**src/rtl/mbus_pkg.sv**
```systemverilog
package mbus_pkg;

  localparam int unsigned BUS_W = 16;
  localparam int unsigned LO_W  = 4;

  typedef enum logic [1:0] {
    SRC_NONE = 2'd0,
    SRC_CODE = 2'd1,
    SRC_DATA = 2'd2
  } rd_src_e;

  // Fixed pattern held in the code area: byte at offset k.
  function automatic logic [7:0] code_byte(input logic [15:0] off);
    logic [15:0] t;
    t = off * 16'd7 + 16'h003C;
    return t[7:0];
  endfunction

endpackage

```
**src/rtl/mbus_addr_latch.sv**
```systemverilog
module mbus_addr_latch
  import mbus_pkg::*;
#(
  parameter int unsigned AW = 20
) (
  input  logic                clk,
  input  logic                rst,
  input  logic                wide_mode_i,
  input  logic                ale_i,
  input  logic [BUS_W-1:0]    ad_i,
  input  logic [LO_W-1:0]     lo_i,
  output logic                wide_q,
  output logic [AW-LO_W-1:0]  hi_q,
  output logic [AW-1:0]       addr_o
);

  localparam int unsigned HI_W     = AW - LO_W;
  localparam int unsigned NARROW_W = 8;

  logic [HI_W-1:0] hi_wide;
  logic [HI_W-1:0] hi_narrow;

  assign hi_wide   = ad_i[HI_W-1:0];
  assign hi_narrow = {{(HI_W-NARROW_W){1'b0}}, ad_i[NARROW_W-1:0]};

  always_ff @(posedge clk) begin
    if (rst) begin
      wide_q <= wide_mode_i;
      hi_q   <= '0;
    end else if (ale_i) begin
      hi_q <= wide_q ? hi_wide : hi_narrow;
    end
  end

  assign addr_o = {hi_q, lo_i};

endmodule

```
**src/rtl/mbus_decode.sv**
```systemverilog
module mbus_decode #(
  parameter int unsigned AW        = 20,
  parameter int unsigned REG_AW    = 8,
  parameter logic [AW-1:0] CODE_BASE = 20'h00100,
  parameter logic [AW-1:0] DATA_BASE = 20'h00800
) (
  input  logic                 code_rd_i,
  input  logic                 data_rd_i,
  input  logic [AW-REG_AW-1:0] rd_page_i,
  input  logic                 commit_i,
  input  logic [AW-REG_AW-1:0] wr_page_i,
  input  logic                 wr_a0_i,
  input  logic                 wr_hien_i,
  input  logic                 wide_i,
  output logic                 code_sel_o,
  output logic                 data_sel_o,
  output logic [1:0]           wr_be_o
);

  localparam int unsigned PG_W = AW - REG_AW;
  localparam logic [PG_W-1:0] CODE_PG = CODE_BASE[AW-1:REG_AW];
  localparam logic [PG_W-1:0] DATA_PG = DATA_BASE[AW-1:REG_AW];

  logic rd_in_code, rd_in_data, wr_in_data;
  logic [1:0] lanes;

  assign rd_in_code = (rd_page_i == CODE_PG);
  assign rd_in_data = (rd_page_i == DATA_PG);
  assign wr_in_data = (wr_page_i == DATA_PG);

  assign code_sel_o = code_rd_i & rd_in_code;
  assign data_sel_o = data_rd_i & ~code_rd_i & rd_in_data;

  always_comb begin
    if (wide_i) lanes = {wr_hien_i, ~wr_a0_i};
    else        lanes = {wr_a0_i, ~wr_a0_i};
    wr_be_o = (commit_i & wr_in_data) ? lanes : 2'b00;
  end

endmodule

```
**src/rtl/mbus_code_rom.sv**
```systemverilog
module mbus_code_rom
  import mbus_pkg::*;
#(
  parameter int unsigned REG_AW = 8
) (
  input  logic              clk,
  input  logic              re_i,
  input  logic [REG_AW-2:0] widx_i,
  output logic [BUS_W-1:0]  rdata_o
);

  for (genvar g = 0; g < 2; g++) begin : g_lane
    logic [15:0] off;
    assign off = 16'({widx_i, 1'(g)});
    always_ff @(posedge clk) begin
      if (re_i) rdata_o[g*8 +: 8] <= code_byte(off);
    end
  end

endmodule

```
**src/rtl/mbus_data_ram.sv**
```systemverilog
module mbus_data_ram
  import mbus_pkg::*;
#(
  parameter int unsigned IDX_W = 7
) (
  input  logic             clk,
  input  logic [1:0]       we_i,
  input  logic [IDX_W-1:0] widx_i,
  input  logic [BUS_W-1:0] wdata_i,
  input  logic             re_i,
  input  logic [IDX_W-1:0] ridx_i,
  output logic [BUS_W-1:0] rdata_o
);

  localparam int unsigned DEPTH = 1 << IDX_W;

  for (genvar g = 0; g < 2; g++) begin : g_bank
    logic [7:0] mem [DEPTH];
    always_ff @(posedge clk) begin
      if (we_i[g]) mem[widx_i] <= wdata_i[g*8 +: 8];
    end
    always_ff @(posedge clk) begin
      if (re_i) rdata_o[g*8 +: 8] <= mem[ridx_i];
    end
  end

endmodule

```
**src/rtl/mbus_slave.sv**
```systemverilog
module mbus_slave
  import mbus_pkg::*;
#(
  parameter int unsigned   AW        = 20,
  parameter int unsigned   REG_AW    = 8,
  parameter logic [AW-1:0] CODE_BASE = 20'h00100,
  parameter logic [AW-1:0] DATA_BASE = 20'h00800
) (
  input  logic        clk,
  input  logic        rst,
  input  logic        wide_mode,
  input  logic        ale,
  input  logic        code_rd,
  input  logic        data_rd,
  input  logic        data_wr,
  input  logic        hi_en,
  input  logic [3:0]  addr_lo,
  input  logic [15:0] ad_in,
  output logic [15:0] ad_out,
  output logic [1:0]  ad_oe
);

  localparam int unsigned HI_W  = AW - LO_W;
  localparam int unsigned PG_W  = AW - REG_AW;
  localparam int unsigned IDX_W = REG_AW - 1;

  logic            wide_q;
  logic [HI_W-1:0] hi_q;
  logic [AW-1:0]   addr;

  // Write capture: values from the last cycle the strobe was high.
  logic            wr_q;
  logic [AW-1:0]   wr_addr_q;
  logic [15:0]     wr_data_q;
  logic            wr_hien_q;
  logic            commit;

  logic            code_sel, data_sel;
  logic [1:0]      wr_be;
  logic [15:0]     wdata;
  logic [15:0]     rom_q, ram_q;

  rd_src_e         src_q;
  logic            a0_q;
  logic [15:0]     word;

  mbus_addr_latch #(.AW(AW)) u_latch (
    .clk         (clk),
    .rst         (rst),
    .wide_mode_i (wide_mode),
    .ale_i       (ale),
    .ad_i        (ad_in),
    .lo_i        (addr_lo),
    .wide_q      (wide_q),
    .hi_q        (hi_q),
    .addr_o      (addr)
  );

  always_ff @(posedge clk) begin
    if (rst) begin
      wr_q      <= 1'b0;
      wr_addr_q <= '0;
      wr_data_q <= '0;
      wr_hien_q <= 1'b0;
    end else begin
      wr_q <= data_wr;
      if (data_wr) begin
        wr_addr_q <= addr;
        wr_data_q <= ad_in;
        wr_hien_q <= hi_en;
      end
    end
  end

  assign commit = wr_q & ~data_wr;

  mbus_decode #(
    .AW        (AW),
    .REG_AW    (REG_AW),
    .CODE_BASE (CODE_BASE),
    .DATA_BASE (DATA_BASE)
  ) u_decode (
    .code_rd_i  (code_rd),
    .data_rd_i  (data_rd),
    .rd_page_i  (addr[AW-1:REG_AW]),
    .commit_i   (commit),
    .wr_page_i  (wr_addr_q[AW-1:REG_AW]),
    .wr_a0_i    (wr_addr_q[0]),
    .wr_hien_i  (wr_hien_q),
    .wide_i     (wide_q),
    .code_sel_o (code_sel),
    .data_sel_o (data_sel),
    .wr_be_o    (wr_be)
  );

  // In 8-bit mode both banks see the low data byte; the lane enable picks one.
  assign wdata = wide_q ? wr_data_q : {wr_data_q[7:0], wr_data_q[7:0]};

  mbus_data_ram #(.IDX_W(IDX_W)) u_ram (
    .clk     (clk),
    .we_i    (wr_be),
    .widx_i  (wr_addr_q[REG_AW-1:1]),
    .wdata_i (wdata),
    .re_i    (data_sel),
    .ridx_i  (addr[REG_AW-1:1]),
    .rdata_o (ram_q)
  );

  mbus_code_rom #(.REG_AW(REG_AW)) u_rom (
    .clk     (clk),
    .re_i    (code_sel),
    .widx_i  (addr[REG_AW-1:1]),
    .rdata_o (rom_q)
  );

  always_ff @(posedge clk) begin
    if (rst) begin
      src_q <= SRC_NONE;
      a0_q  <= 1'b0;
    end else begin
      a0_q <= addr[0];
      if (code_sel)      src_q <= SRC_CODE;
      else if (data_sel) src_q <= SRC_DATA;
      else               src_q <= SRC_NONE;
    end
  end

  assign word = (src_q == SRC_CODE) ? rom_q : ram_q;

  always_comb begin
    ad_out = 16'h0000;
    ad_oe  = 2'b00;
    if (src_q != SRC_NONE) begin
      if (wide_q) begin
        ad_out = word;
        ad_oe  = 2'b11;
      end else begin
        ad_out = {8'h00, a0_q ? word[15:8] : word[7:0]};
        ad_oe  = 2'b01;
      end
    end
  end

endmodule

```
**config.mk**
```make
export PLATFORM = sky130hd
export DESIGN_NAME = mbus_slave
export DESIGN_NICKNAME = d
export VERILOG_FILES = /design/src/rtl/mbus_pkg.sv /design/src/rtl/mbus_addr_latch.sv /design/src/rtl/mbus_decode.sv /design/src/rtl/mbus_code_rom.sv /design/src/rtl/mbus_data_ram.sv /design/src/rtl/mbus_slave.sv
export SDC_FILE = /design/constraint.sdc
export NUM_CORES = 2
export LEC_CHECK = 0
export BUFFER_PORTS_ARGS = -buffer_cell sky130_fd_sc_hd__buf_2
export CORE_ASPECT_RATIO = 0.75
export CORE_MARGIN = 2
export CORE_UTILIZATION = 50
export CTS_BUF_LIST = sky130_fd_sc_hd__clkbuf_8
export CTS_CLUSTER_DIAMETER = 40
export DETAILED_ROUTE_END_ITERATION = 8
export GPL_TIMING_DRIVEN = 0
export MAX_ROUTING_LAYER = met4
export PLACE_DENSITY = 0.65
export SLEW_MARGIN = 20
export SYNTH_ARGS = -nofsm -noshare
export SYNTH_HDL_FRONTEND = slang
export SYNTH_HIERARCHICAL = 1
export SYNTH_SLANG_ARGS = --single-unit
export TNS_END_PERCENT = 1
```
**constraint.sdc**
```tcl
create_clock -name clk -period 9.8 [get_ports clk]
set_clock_uncertainty 0.15 [all_clocks]
set_input_delay 0.98 -clock clk [delete_from_list [all_inputs] [get_ports clk]]
set_output_delay 0.98 -clock clk [all_outputs]
set_load 0.05 [all_outputs]
```
# Word level (Yosys, flattened, before mapping)
# Memory sizes are Yosys's and may differ from the RTL's. A register that Yosys moved wholly into a read port is not among the register bits.
# Cells that the tools add are included.
# classes
n_eq_ne,4
addsub,2
reduce_logical,2
mux,16
bitwise,8
multipliers,2
# op_table
cell,count
$mux 16,5
$eq 12x4->1 const B,2
$add 8x6->8 const B,2
$eq 12x1->1 const B,1
$mux 2,5
$mul 8x3->8 const B,1
$mux 8,1
$mul 7x3->7 const B,1
$and 1x1->1,5
$mux 1,5
$not 1->1,3
$eq 2x1->1 const B,1
$reduce_bool 2->1,1
$reduce_or 2->1,1
# word_totals
mem_count,2
mem_bits_rw,2048
elab_cells,47
reg_bits,74
in_bits,28
out_inout_bits,18
# memory_table
memory,depth,width,rd,rd_clocked_by_memory_dff,write_ports,line_no,rtl
u_ram.g_bank[0].mem,128,8,1,1,1,mbus_data_ram.sv:18,logic [7:0] mem [DEPTH];
u_ram.g_bank[1].mem,128,8,1,1,1,mbus_data_ram.sv:18,

# Logic depth before layout (Yosys ltp)
# logic_depth
ltp_word,6
ltp_mapped,11
depth_no_buf,10

# Modules after synthesis
# The synthesis kept the hierarchy.
# modules_own_cells
module,area_per_inst_um2,seq_area_each_um2,cells_per_inst,n_inst
mbus_data_ram,79222.2,61979.4,3235,1
mbus_slave,1914.3,820.8,181,1
mbus_code_rom,1077.3,420.4,91,1
mbus_addr_latch,777.0,350.3,82,1
mbus_decode,100.1,0.0,16,1

# Worst setup path after synthesis
# OpenSTA, ideal clock, no wires.
# synth_timing
path_type,in2reg
start,in addr_lo[3]
end,"reg u_ram.rdata_o[10], read port of u_ram.g_bank[1].mem, data pin"
path_slack_ps,5898
cell_stages,8
arrival_ps,3493
path_buffers,4
required_ps,9390
path_cell_list,buf_4 > clkbuf_1 > clkbuf_1 > buf_1 > mux4_2 > mux4_2 > mux4_2 > mux2_2
# synth_lines
item,line_no,rtl
from (decl),mbus_slave.sv:17,"input logic [3:0] addr_lo,"
to (decl),mbus_data_ram.sv:12,output logic [BUS_W-1:0] rdata_o

# Worst setup path in the final report
# layout_timing
start,in data_wr
end,mem u_ram.g_bank[1].mem[115][5] (enable)
# layout_via
elab_chain_len,6
# layout_lines
item,line_no,rtl
from (decl),mbus_slave.sv:15,"input logic data_wr,"
$not 1->1,mbus_slave.sv:75,assign commit = wr_q & ~data_wr;
$and 1x1->1,mbus_slave.sv:75,
via commit,mbus_slave.sv:36,logic commit;
$and 1x1->1,mbus_decode.sv:37,wr_be_o = (commit_i & wr_in_data) ? lanes : 2'b00;
$mux 2,mbus_decode.sv:37,
via wr_be[1],mbus_slave.sv:39,logic [1:0] wr_be;
$mux 1,mbus_data_ram.sv:20,if (we_i[g]) mem[widx_i] <= wdata_i[g*8 +: 8];
$mux 1 (not written as such),mbus_data_ram.sv:20,
to (decl),mbus_data_ram.sv:18,
# The timed path passes the listed nets, and every way through them passes these cells.

==> results.md <==
| Parameter | This run |
| --- | --- |
| Status | completed |
| Sum of net half-perimeters after detailed placement | 147300 um |
| CP Class | input port to flip-flop |
| Detailed router's first-iteration violation count | 6581 |
| Pins over their slew limit | 0 |
| Launching point of the worst reg2reg path | wr_q |
| Core Region | 164800 um^2 |
| Clock latency on the worst-skew pair | 1.03 ns |
| Final hold vios | 0 |
| Ys Warns | 6 |
| Post-DR wirelength/cell | 34.14 um |
| Type of the most critical hold path | input port to flip-flop |
| Achievable clock frequency | 200.1 MHz |
| Number of buffers on the longest clock path | 4 |
| Layer with the highest usage after global routing | met1 |
| Cell chosen for the clock root | sky130_fd_sc_hd__clkbuf_8 |
| Post-Route Utilization | 0.5640 |
| Global Route met1 Usage | 0.4207 |
| Pwr Total | 18.02 mW |
| Final Wtd Congestion | 0.9606 |
| R2r setup slk | 4.92 ns |
| Die outline width | 474.4 um |
| P_leak | 29.11 nW |
| Total vias in the final route | 40930 |
| Number of failing setup endpoints in the final timing report | 0 |
| Worst setup path endpoint | u_ram/g_bank[1].mem[115][5] |
| Slew margin rel. | 0.1973 |
| Proportion of layout cells with a drive suffix above 1 | 0.3054 |
| Switching power share of the total | 0.2284 |
| First-pass iteration count of the detailed router | 8 |
| Critical-path top delay cell | sky130_fd_sc_hd__nor2_1 |
| Detailed-route wire length | 220800 um |
| Detailed-route vias per instance | 6.328 |
| Maximum fanout encountered on the critical timing path | 10 |
| Sinks on Clock Net | 2136 |
| Aggregate negative setup slack | 0 ns |
| Stage delay of the slowest cell on the critical path | 1.04 ns |
| Synth Net Count | 3638 |
| I/O Buffers | 40 |
| Cell area after synthesis | 82970 um^2 |
| Post-synthesis cell count | 3589 |
| CTS tree | built |
| Crit end category | flip-flop |
| Count of placed standard cells including taps | 5894 |
| Number of DRC violations after detailed routing | 0 |
| Final global-route overflow total | 0 |
| Area Growth Syn to Fin | 12.01% |
| Cell internal pwr | 13.91 mW |
| Crit path launch | data_wr |
| Post-DRT Antenna Nets | 0 |
| Met3 routing resource usage after global routing | 0.08265 |
| Signal arrival time at the worst endpoint | 5.47 ns |
| Sequential share of power | 0.561 |
| Number of resized instances in the post-cts repair step | 0 |
| Row cnt | 129 |
| Initial antenna violation count | 24 |
| End of the worst register-to-register path | u_ram/g_bank[1].mem[115][5] |
| Maximum level of the CTS H-tree | 5 |
| Avg Cell Area, Syn | 23.12 um^2 |
| Via count of the first global-routing pass | 38720 |
| GR Layer Usage met2 | 0.3473 |
| Final-stage net count | 4055 |
| Max-cap viol count | 0 |
| Setup repair after global routing missed its margin | no |
| Power share of the clock group | 0.375 |
| Number of buffers added by the clock tree synthesis step | 331 |
| Effective utilization at floorplan | 0.5035 |
| Clock-pin slew of the registers on the worst-case setup and hold paths | 0.06 ns |
| Peak ir drop on the vdd network | 0.2125 mV |
| Cell-by-cell listing of the critical path | buf_2, buf_6, buf_6, nor2b_1, nor3b_1, nand4_1, nor2_1, nand3_1, clkbuf_2, nor2_1 |
| Largest net degree at the start of global routing | 117 |
| Height of the die | 356.8 um |
| Reg2reg path depth | 7 |
| Post-route non-filler standard cell count | 6468 |
| Element type at the critical path start | input port |
| Switching power | 4.117 mW |
| Comb power frac | 0.063 |
| GRT Overall Usage | 0.2708 |
| Worst Tran Pin Value | 1.200 ns |
| Number of top-level design ports | 46 |
| Cell area power density | 193.9 nW/um^2 |
| Final worst path period share | 0.5099 |
| Global-route wire length before repair | 304800 um |
| Die Area | 169300 um^2 |
| Data required time of the worst path | 10.27 ns |
| Min Tclk post-route | 4.997 ns |
-- flip-flops by register name, summed over array words and instances, names as in the netlist --
name and cells:
u_ram/g_bank.mem 2048, wr_addr_q 20, u_latch/hi_q 16, u_ram/rdata_o 16
wr_data_q 16, u_rom/rdata_o 14, src_q 2, a0_q 1
u_latch/wide_q 1, wr_hien_q 1, wr_q 1
-- how the worst min path moves through the flow --
stage / end / startpoint / slack (ns) / depth (start not counted)
floorplan: wr_addr_q[11] / wr_addr_q[11] / 0.30 / 2
finish: a0_q / rst / 0.08 / 2
global route: wr_data_q[15] / ad_in[15] / 0.06 / 3
global placement: u_latch/hi_q[15] / u_latch/hi_q[15] / 0.32 / 2
CTS: wr_data_q[9] / ad_in[9] / 0.002 / 3
detailed placement: u_latch/hi_q[15] / u_latch/hi_q[15] / 0.33 / 2
-- metrics by stage --
step	hold slack, ns	setup slack [ns]	cell area [um^2]
6_report	0.08190	4.803	92940
3_3_place_gp	0.3238	2.550	85960
4_1_cts	0.001625	5.077	92900
5_1_grt	0.05583	4.817	92920
3_5_place_dp	0.3259	4.006	87070
2_1_floorplan	0.3018	5.898	82970
-- cell type report --
class                           count  area, um^2
Fill cell                       12050       71860
Sequential cell                  2136       63600
Multi-Input combinational cell   1222       18480
Clock buffer                      338        4652
Tap cell                         2227        2786
Timing Repair Buffer               84        1184
Clock inverter                    220        1115
Buffer                            212        1023
Inverter                           19       71.32
Antenna cell                       10       25.02
-- cell usage in the layout (no fill, tap or decap), types with 3 or more instances in the layout --
cell type and n:
sky130_fd_sc_hd__buf_12 14, sky130_fd_sc_hd__clkbuf_1 87, sky130_fd_sc_hd__a22oi_1 6, sky130_fd_sc_hd__nor4_1 3, sky130_fd_sc_hd__clkbuf_8 338, sky130_fd_sc_hd__clkbuf_2 28
sky130_fd_sc_hd__inv_1 121, sky130_fd_sc_hd__nand2_1 17, sky130_fd_sc_hd__mux2i_1 46, sky130_fd_sc_hd__bufinv_16 8, sky130_fd_sc_hd__a21oi_1 20, sky130_fd_sc_hd__dlygate4sd3_1 6
sky130_fd_sc_hd__clkinv_2 26, sky130_fd_sc_hd__mux2_8 8, sky130_fd_sc_hd__ha_1 13, sky130_fd_sc_hd__buf_2 97, sky130_fd_sc_hd__xnor2_1 9, sky130_fd_sc_hd__buf_4 10
sky130_fd_sc_hd__edfxtp_1 2079, sky130_fd_sc_hd__dfxtp_1 49, sky130_fd_sc_hd__nand3_1 23, sky130_fd_sc_hd__inv_6 4, sky130_fd_sc_hd__nand2b_1 8, sky130_fd_sc_hd__buf_1 20
sky130_fd_sc_hd__diode_2 10, sky130_fd_sc_hd__a221oi_2 8, sky130_fd_sc_hd__buf_16 23, sky130_fd_sc_hd__mux2_2 16, sky130_fd_sc_hd__clkinv_1 73, sky130_fd_sc_hd__dfxtp_4 8
sky130_fd_sc_hd__buf_6 9, sky130_fd_sc_hd__fa_1 8, sky130_fd_sc_hd__nand4_1 4, sky130_fd_sc_hd__nor2_1 309, sky130_fd_sc_hd__mux4_2 672, sky130_fd_sc_hd__xor2_1 4
sky130_fd_sc_hd__clkinvlp_4 7, sky130_fd_sc_hd__nor2b_1 20
-- power groups by stage --
stage,Clock (mW),Sequential (mW),Combinational (mW)
finish,6.76,10.1,1.14
floorplan,0,10.3,0.611
global placement,0,10.4,0.987
CTS,6.87,10.1,1.12
detailed placement,0,10.3,1.12
global route,7.25,10.1,1.18
-- worst max-delay path: cells and delay by family --
| kind | cells | cell delay [ns] |
|---|---|---|
| AND/OR/NAND/NOR | 6 | 3.22 |
| buffers and inverters | 4 | 1.24 |
-- routing by layer --
metal / share of wire / vias to the layer above / wire (um)
li1: - / 16010 / -
met2: 0.41 / 2714 / 91290
met1: 0.42 / 21860 / 91660
met3: 0.15 / 343 / 32970
met5: 0 / - / 0
met4: 0.022 / 0 / 4877
-- repair_timing --
item / in CTS / in global routing
hold buffers: 6 / 0
setup buffers: 0 / 0
endpoints found under the hold margin: 7 / 0
Note: power is estimated with default switching activity, not from simulation.
